File: src/rtl/gx_pkg.sv
package gx_pkg;
  localparam int unsigned ADDR_W = 8;
  localparam int unsigned BYTE_W = 8;

  // base addresses hold the lowest-numbered pins; higher pins sit below
  localparam logic [ADDR_W-1:0] A_PULLUP = 8'h07;
  localparam logic [ADDR_W-1:0] A_PULLDN = 8'h09;
  localparam logic [ADDR_W-1:0] A_ODRAIN = 8'h0B;
  localparam logic [ADDR_W-1:0] A_INVERT = 8'h0D;
  localparam logic [ADDR_W-1:0] A_DIR    = 8'h0F;
  localparam logic [ADDR_W-1:0] A_DATA   = 8'h11;
  localparam logic [ADDR_W-1:0] A_MASK   = 8'h13;
  localparam logic [ADDR_W-1:0] A_SENSE  = 8'h17;
  localparam logic [ADDR_W-1:0] A_FLAG   = 8'h19;
  localparam logic [ADDR_W-1:0] A_KEY    = 8'h7D;

  localparam logic [BYTE_W-1:0] KEY_ARM  = 8'h12;
  localparam logic [BYTE_W-1:0] KEY_FIRE = 8'h34;

  typedef enum logic [1:0] {
    EDGE_OFF  = 2'b00,
    EDGE_RISE = 2'b01,
    EDGE_FALL = 2'b10,
    EDGE_ANY  = 2'b11
  } edge_sel_e;

  function automatic logic [ADDR_W-1:0] reg_at(logic [ADDR_W-1:0] base, int unsigned idx);
    return base - idx[ADDR_W-1:0];
  endfunction
endpackage

File: src/rtl/gx_sync.sv
module gx_sync #(
  parameter int unsigned WIDTH  = 16,
  parameter int unsigned STAGES = 2
) (
  input  logic             clk,
  input  logic             rst,
  input  logic [WIDTH-1:0] d,
  output logic [WIDTH-1:0] q
);
  logic [WIDTH-1:0] chain [STAGES];

  generate
    for (genvar s = 0; s < STAGES; s++) begin : g_stage
      if (s == 0) begin : g_first
        always_ff @(posedge clk) begin
          if (rst) chain[s] <= '0;
          else     chain[s] <= d;
        end
      end else begin : g_next
        always_ff @(posedge clk) begin
          if (rst) chain[s] <= '0;
          else     chain[s] <= chain[s-1];
        end
      end
    end
  endgenerate

  assign q = chain[STAGES-1];
endmodule

File: src/rtl/gx_edge.sv
module gx_edge
  import gx_pkg::*;
#(
  parameter int unsigned NPINS = 16
) (
  input  logic               clk,
  input  logic               rst,
  input  logic [NPINS-1:0]   lvl,
  input  logic [2*NPINS-1:0] sense,
  output logic [NPINS-1:0]   ev
);
  logic [NPINS-1:0] lvl_q;

  always_ff @(posedge clk) begin
    if (rst) lvl_q <= '0;
    else     lvl_q <= lvl;
  end

  generate
    for (genvar n = 0; n < NPINS; n++) begin : g_pin
      edge_sel_e sel;
      logic      rise, fall;
      assign sel  = edge_sel_e'(sense[2*n +: 2]);
      assign rise = lvl[n] & ~lvl_q[n];
      assign fall = ~lvl[n] & lvl_q[n];
      always_comb begin
        unique case (sel)
          EDGE_RISE: ev[n] = rise;
          EDGE_FALL: ev[n] = fall;
          EDGE_ANY:  ev[n] = rise | fall;
          default:   ev[n] = 1'b0;
        endcase
      end
    end
  endgenerate
endmodule

File: src/rtl/gx_regs.sv
module gx_regs
  import gx_pkg::*;
#(
  parameter int unsigned NPINS = 16
) (
  input  logic                clk,
  input  logic                rst,
  input  logic [ADDR_W-1:0]   addr,
  input  logic                wr_en,
  input  logic [BYTE_W-1:0]   wdata,
  input  logic                rd_en,
  output logic [BYTE_W-1:0]   rd_data,
  input  logic [NPINS-1:0]    pin_lvl,
  input  logic [NPINS-1:0]    ev,
  output logic [NPINS-1:0]    dir_q,
  output logic [NPINS-1:0]    dout_q,
  output logic [NPINS-1:0]    pu_q,
  output logic [NPINS-1:0]    pd_q,
  output logic [NPINS-1:0]    od_q,
  output logic [NPINS-1:0]    inv_q,
  output logic [NPINS-1:0]    mask_q,
  output logic [2*NPINS-1:0]  sense_q,
  output logic [NPINS-1:0]    flag_q,
  output logic                soft_rst
);
  localparam int unsigned NB  = NPINS / BYTE_W;
  localparam int unsigned NSB = (2 * NPINS) / BYTE_W;

  logic             armed_q;
  logic [NPINS-1:0] flag_clr, flag_nx;
  logic [BYTE_W-1:0] rd_mux;

  assign soft_rst = wr_en && (addr == A_KEY) && (wdata == KEY_FIRE) && armed_q;

  always_comb begin
    flag_clr = '0;
    for (int i = 0; i < NB; i++)
      if (wr_en && addr == reg_at(A_FLAG, i)) flag_clr[BYTE_W*i +: BYTE_W] = wdata;
    flag_nx = (flag_q & ~flag_clr) | (ev & ~mask_q);
  end

  always_ff @(posedge clk) begin
    if (rst || soft_rst) begin
      dir_q   <= '1;
      mask_q  <= '1;
      dout_q  <= '0;
      pu_q    <= '0;
      pd_q    <= '0;
      od_q    <= '0;
      inv_q   <= '0;
      sense_q <= '0;
      flag_q  <= '0;
      armed_q <= 1'b0;
    end else begin
      flag_q <= flag_nx;
      if (wr_en) armed_q <= (addr == A_KEY) && (wdata == KEY_ARM);
      for (int i = 0; i < NB; i++) begin
        if (wr_en && addr == reg_at(A_PULLUP, i)) pu_q[BYTE_W*i +: BYTE_W]   <= wdata;
        if (wr_en && addr == reg_at(A_PULLDN, i)) pd_q[BYTE_W*i +: BYTE_W]   <= wdata;
        if (wr_en && addr == reg_at(A_ODRAIN, i)) od_q[BYTE_W*i +: BYTE_W]   <= wdata;
        if (wr_en && addr == reg_at(A_INVERT, i)) inv_q[BYTE_W*i +: BYTE_W]  <= wdata;
        if (wr_en && addr == reg_at(A_DIR, i))    dir_q[BYTE_W*i +: BYTE_W]  <= wdata;
        if (wr_en && addr == reg_at(A_DATA, i))   dout_q[BYTE_W*i +: BYTE_W] <= wdata;
        if (wr_en && addr == reg_at(A_MASK, i))   mask_q[BYTE_W*i +: BYTE_W] <= wdata;
      end
      for (int j = 0; j < NSB; j++)
        if (wr_en && addr == reg_at(A_SENSE, j)) sense_q[BYTE_W*j +: BYTE_W] <= wdata;
    end
  end

  always_comb begin
    rd_mux = '0;
    for (int i = 0; i < NB; i++) begin
      if (addr == reg_at(A_PULLUP, i)) rd_mux = pu_q[BYTE_W*i +: BYTE_W];
      if (addr == reg_at(A_PULLDN, i)) rd_mux = pd_q[BYTE_W*i +: BYTE_W];
      if (addr == reg_at(A_ODRAIN, i)) rd_mux = od_q[BYTE_W*i +: BYTE_W];
      if (addr == reg_at(A_INVERT, i)) rd_mux = inv_q[BYTE_W*i +: BYTE_W];
      if (addr == reg_at(A_DIR, i))    rd_mux = dir_q[BYTE_W*i +: BYTE_W];
      if (addr == reg_at(A_DATA, i))   rd_mux = pin_lvl[BYTE_W*i +: BYTE_W];
      if (addr == reg_at(A_MASK, i))   rd_mux = mask_q[BYTE_W*i +: BYTE_W];
      if (addr == reg_at(A_FLAG, i))   rd_mux = flag_q[BYTE_W*i +: BYTE_W];
    end
    for (int j = 0; j < NSB; j++)
      if (addr == reg_at(A_SENSE, j)) rd_mux = sense_q[BYTE_W*j +: BYTE_W];
  end

  always_ff @(posedge clk) begin
    if (rst)        rd_data <= '0;
    else if (rd_en) rd_data <= rd_mux;
  end
endmodule

File: src/rtl/gx_expander_core.sv
module gx_expander_core
  import gx_pkg::*;
#(
  parameter int unsigned NPINS       = 16,
  parameter int unsigned SYNC_STAGES = 2
) (
  input  logic               clk,
  input  logic               rst,
  input  logic [ADDR_W-1:0]  addr,
  input  logic               wr_en,
  input  logic [BYTE_W-1:0]  wdata,
  input  logic               rd_en,
  output logic [BYTE_W-1:0]  rd_data,
  input  logic [NPINS-1:0]   pin_in,
  output logic [NPINS-1:0]   pin_out,
  output logic [NPINS-1:0]   pin_oe,
  output logic [NPINS-1:0]   pull_up_en,
  output logic [NPINS-1:0]   pull_dn_en,
  output logic               irq_n
);
  logic [NPINS-1:0]   pin_sync, pin_lvl, ev;
  logic [NPINS-1:0]   dir_q, dout_q, pu_q, pd_q, od_q, inv_q, mask_q, flag_q;
  logic [2*NPINS-1:0] sense_q;
  logic               soft_rst;

  gx_sync #(.WIDTH(NPINS), .STAGES(SYNC_STAGES)) u_sync (
    .clk(clk), .rst(rst), .d(pin_in), .q(pin_sync)
  );

  assign pin_lvl = pin_sync ^ inv_q;

  gx_edge #(.NPINS(NPINS)) u_edge (
    .clk(clk), .rst(rst), .lvl(pin_lvl), .sense(sense_q), .ev(ev)
  );

  gx_regs #(.NPINS(NPINS)) u_regs (
    .clk(clk), .rst(rst), .addr(addr), .wr_en(wr_en), .wdata(wdata),
    .rd_en(rd_en), .rd_data(rd_data), .pin_lvl(pin_lvl), .ev(ev),
    .dir_q(dir_q), .dout_q(dout_q), .pu_q(pu_q), .pd_q(pd_q), .od_q(od_q),
    .inv_q(inv_q), .mask_q(mask_q), .sense_q(sense_q), .flag_q(flag_q),
    .soft_rst(soft_rst)
  );

  always_ff @(posedge clk) begin
    if (rst) begin
      pin_out    <= '0;
      pin_oe     <= '0;
      pull_up_en <= '0;
      pull_dn_en <= '0;
      irq_n      <= 1'b1;
    end else begin
      pin_out    <= dout_q;
      pin_oe     <= ~dir_q & ~(od_q & dout_q);
      pull_up_en <= pu_q;
      pull_dn_en <= pd_q;
      irq_n      <= ~|flag_q;
    end
  end
endmodule

File: config.mk
export PLATFORM = sky130hd
export DESIGN_NAME = gx_expander_core
export DESIGN_NICKNAME = d
export VERILOG_FILES = /design/src/rtl/gx_pkg.sv /design/src/rtl/gx_sync.sv /design/src/rtl/gx_edge.sv /design/src/rtl/gx_regs.sv /design/src/rtl/gx_expander_core.sv
export SDC_FILE = /design/constraint.sdc
export NUM_CORES = 1
export LEC_CHECK = 0
export BUFFER_PORTS_ARGS = -buffer_cell sky130_fd_sc_hd__buf_2
export CORE_MARGIN = 2
export CORE_UTILIZATION = 53
export CTS_BUF_LIST = sky130_fd_sc_hd__clkbuf_4
export DETAILED_ROUTE_END_ITERATION = 6
export PLACE_DENSITY = 0.72
export SYNTH_ARGS = -nofsm -noshare
export SYNTH_HDL_FRONTEND = slang
export SYNTH_HIERARCHICAL = 1
export SYNTH_SLANG_ARGS = --single-unit
File: constraint.sdc
create_clock -name clk -period 2.7 [get_ports clk]
set_input_delay 0.135 -clock clk [delete_from_list [all_inputs] [get_ports clk]]
set_output_delay 0.135 -clock clk [all_outputs]
set_load 0.02 [all_outputs]
==> impl_metrics.py <==
metrics = {
    "layout": {
        "drive_gt1_frac": 0.220,
        "fillCellCount": 2077,
        "area_delta_synth_final_pct": 18.1,
        "seq_area_um2": 5650,
        "final_cell_area_um2": 15000,
        "stdcell_count": 1988,
        "final_nets": 1673,
        "multi_input_area_um2": 6450,
    },
    "logic_synthesis": {
        "yosysWarnings": 6,
        "synth_enable_flop_cells": 0,
        "netlist_instances": 1423,
        "synth_seq_area_share": 0.443,
        "synthDistinctLibCells": 78,
        "syn_area_per_cell_um2": 8.95,
        "async_reset_ff_frac": 0,
        "synth-seq-cells": 282,
        "synthesis.nets": 1491,
        "synth_area_um2": 12700,
        "ys.flop_type": "dfxtp_1",
    },
    "routing": {
        "drc_errors": 0,
        "firstDrtPassIters": 6,
        "drt_iter0_markers": 1169,
        "via_per_inst": 5.73,
        "wire_per_inst_um": 21.8,
        "num_vias": 11400,
        "wl_mm": 43.3,
        "ant_nets": 0,
    },
    "die": {
        "boundaryPins": 109,
        "std_cell_rows": 56,
        "fp.dieW_um": 159,
        "die_y_um": 159,
        "fp.dieArea_um2": 25300,
        "coreArea_um2": 23500,
        "start_util": 0.541,
    },
    "timing": {
        "max_slew_margin": 0.502,
        "setup_viol": 0,
        "fmax_ghz": 0.391,
        "skew_ns": 0.0439,
        "finalCriticalPeriod_ns": 2.56,
        "drv_slew": 0,
        "rsz0062_at_grt": "false",
        "worst_slew_pin_slew_ns": 0.740,
        "finalCritPeriodShare": 0.947,
        "tns_ns": 0,
        "hold_violations": 0,
    },
    "worst_hold_path": {
        "hp-class": "in -> reg",
        "worstHoldStart": "wr_en",
    },
    "power_and_ir_drop": {
        "powerDensity_nw_per_um2": 585,
        "power_mw": 8.80,
        "ir_drop_mv": 0.416,
        "p_leak_nw": 6.00,
    },
    "clock_tree": {
        "cts_tree": "done",
        "htree_levels": 3,
        "clockBufferDepth": 3,
        "cts.clk_slew.worst_paths_ns": 0.07,
        "clock_latency_ns": 0.71,
        "clock-sinks": 282,
        "cts_made_buffers": 74,
        "cts_root_buf": "clkbuf_4",
    },
    "global_route": {
        "grt.total_usage": 0.335,
        "antenna_found_initial": 4,
        "grt_pass1_wl_mm": 65.1,
        "grt_max_degree": 74,
        "grt_pass1_vias": 10900,
        "grt_overflow": 0,
    },
    "setup_path": {
        "cp-end-kind": "register",
        "required_ns": 3.26,
        "startpoint": "wdata[6]",
        "critPathLaunchType": "input pin",
        "crit_fanout": 45,
        "r2r_slack_ns": 0.24,
        "crit_type": "in -> reg",
        "r2r_start": "u_sync/chain[1][1]",
        "crit_arrival_ns": 3.11,
    },
    "place": {
        "dp_hpwl_mm": 30.5,
        "placed_area_um2": 13700,
        "gp_congestion": 1.02,
        "portBuffers": 108,
        "placedCellCount": 1820,
    },
    "flow_run": {
        "drv_cap": 0,
    },
    "outcome": {
        "status": "complete, no violations",
    },
}
-- routing by layer --
| metal | up-vias | global-route usage | part of all wire |
|---|---|---|---|
| met3 | 147 | 0.0818 | 0.095 |
| met1 | 5361 | 0.437 | 0.41 |
| met5 | - | 0 | 0.00053 |
| li1 | 5290 | - | - |
| met2 | 592 | 0.521 | 0.45 |
| met4 | 4 | 0.167 | 0.049 |
-- power by group --
group | switching [mW] | internal (mW) | leakage [nW]
clock network | 1.83 | 2.15 | 0.607
logic | 0.412 | 0.196 | 3.11
registers | 0.0204 | 4.19 | 2.28
total | 2.26 | 6.54 | 6.00
-- final timing paths --
path	end	cells past startpoint
max	u_regs/inv_q[9]	9
max reg2reg	u_regs/rd_data[1]	8
min reg2reg	u_sync/chain[1][3]	1
min	u_regs/mask_q[15]	4
-- synthesized netlist by cell type, types with 4 or more instances --
master	n	area share
a22oi_1	7	0.0041
buf_6	5	0.0044
and2_1	7	0.0034
nand3_1	53	0.021
o21ai_1	13	0.0051
nand2b_1	9	0.0044
and3_1	4	0.0020
buf_1	5	0.0015
nor2_2	9	0.0044
a211oi_1	4	0.0024
a221oi_1	6	0.0041
inv_1	39	0.011
xor2_1	17	0.012
mux2i_1	105	0.083
nor2_1	132	0.039
o211ai_1	13	0.0077
a31oi_1	7	0.0034
clkbuf_1	39	0.011
nor3_2	6	0.0047
o2bb2ai_1	6	0.0041
a311oi_1	4	0.0028
nor2b_1	130	0.064
buf_2	23	0.0090
o21ai_0	39	0.015
a211oi_2	18	0.018
ha_1	32	0.031
nor2_4	12	0.011
nor4_1	7	0.0034
mux2_2	8	0.0071
nand3b_1	7	0.0041
o221ai_1	4	0.0028
nand2_1	173	0.051
a21oi_1	82	0.032
nor3_1	18	0.0071
buf_4	19	0.011
dfxtp_1	282	0.44
o22ai_1	8	0.0039
-- kinds of logic (layout without fill, tap and decap cells) --
| family | Yosys count | after routing | synth area share |
|---|---|---|---|
| AND/OR/NAND/NOR | 594 | 594 | 0.237 |
| multiplexers | 113 | 113 | 0.0896 |
| buffers and inverters | 132 | 376 | 0.0510 |
| XOR/XNOR | 17 | 17 | 0.0117 |
| other | 0 | 2 | 0 |
| flip-flops | 282 | 282 | 0.443 |
| AO/OA/AOI/OAI | 253 | 253 | 0.136 |
| adder cells (fa/ha/maj) | 32 | 32 | 0.0315 |
-- placed cells by master, fill, tap and decap left out, types with 5 or more instances in the layout --
| master | n |
|---|---|
| a211oi_2 | 18 |
| a22oi_1 | 7 |
| a31oi_1 | 7 |
| nand2b_1 | 9 |
| dfxtp_1 | 282 |
| buf_4 | 58 |
| clkinv_1 | 14 |
| dlygate4sd3_1 | 28 |
| o211ai_1 | 13 |
| xor2_1 | 17 |
| nor4_1 | 7 |
| nor3_2 | 6 |
| a221oi_1 | 6 |
| o2bb2ai_1 | 6 |
| mux2_2 | 8 |
| buf_12 | 5 |
| nor2_1 | 131 |
| ha_1 | 32 |
| nor2_2 | 9 |
| inv_1 | 39 |
| nand3b_1 | 7 |
| nand3_1 | 53 |
| o21ai_0 | 39 |
| clkbuf_4 | 114 |
| nor2b_1 | 130 |
| a21oi_1 | 82 |
| buf_2 | 107 |
| and2_1 | 7 |
| o22ai_1 | 8 |
| nor2_4 | 13 |
| mux2i_1 | 105 |
| nand2_1 | 173 |
| o21ai_1 | 13 |
| nor3_1 | 18 |
-- repair_timing --
action                                 CTS  global route
resized for setup                        0             0
setup buffers                            0             0
endpoints found under the hold margin   89             0
hold buffers                            28             0
-- worst max-delay path, stage by stage --
cell and delay (ns):
dlygate4sd3_1 0.54, buf_2 0.13, or4_1 0.50, dlygate4sd3_1 0.58, nor3_1 0.23, and4_1 0.31
or2_4 0.29, buf_12 0.26, nor2_1 0.09
-- sequential cells by signal (all words and copies together) (netlist names) --
| name | count |
|---|---|
| pull_dn_en | 16 |
| pull_up_en | 16 |
| u_edge/lvl_q | 16 |
| u_regs/inv_q | 16 |
| u_regs/dout_q | 16 |
| u_regs/sense_q | 32 |
| u_regs/od_q | 16 |
| u_regs/mask_q | 16 |
| u_regs/flag_q | 16 |
| pin_oe | 16 |
| u_regs/dir_q | 16 |
| u_sync/chain | 32 |
| u_regs/pd_q | 16 |
| u_regs/pu_q | 16 |
| irq_n | 1 |
| u_regs/armed_q | 1 |
| u_regs/rd_data | 8 |
| pin_out | 16 |
-- stage by stage --
stage / hold WS, ns / worst slack [ns] / utilization
CTS: 0.109 / 0.237 / 0.638
detailed placement: 0.347 / 0.0978 / 0.583
floorplan: 0.207 / 0.856 / -
finish: 0.157 / 0.144 / 0.638
global route: 0.124 / 0.124 / 0.638
global placement: 0.343 / 0.123 / 0.583
-- final cells by class --
type | count | share of cell area
Tap cell | 319 | 0.0266
Inverter | 40 | 0.00999
Sequential cell | 282 | 0.376
Clock inverter | 24 | 0.0113
Antenna cell | 2 | 0.000333
Multi-Input combinational cell | 1009 | 0.429
Clock buffer | 114 | 0.0569
Timing Repair Buffer | 198 | 0.0899
Power figures use the tool's default switching activity.
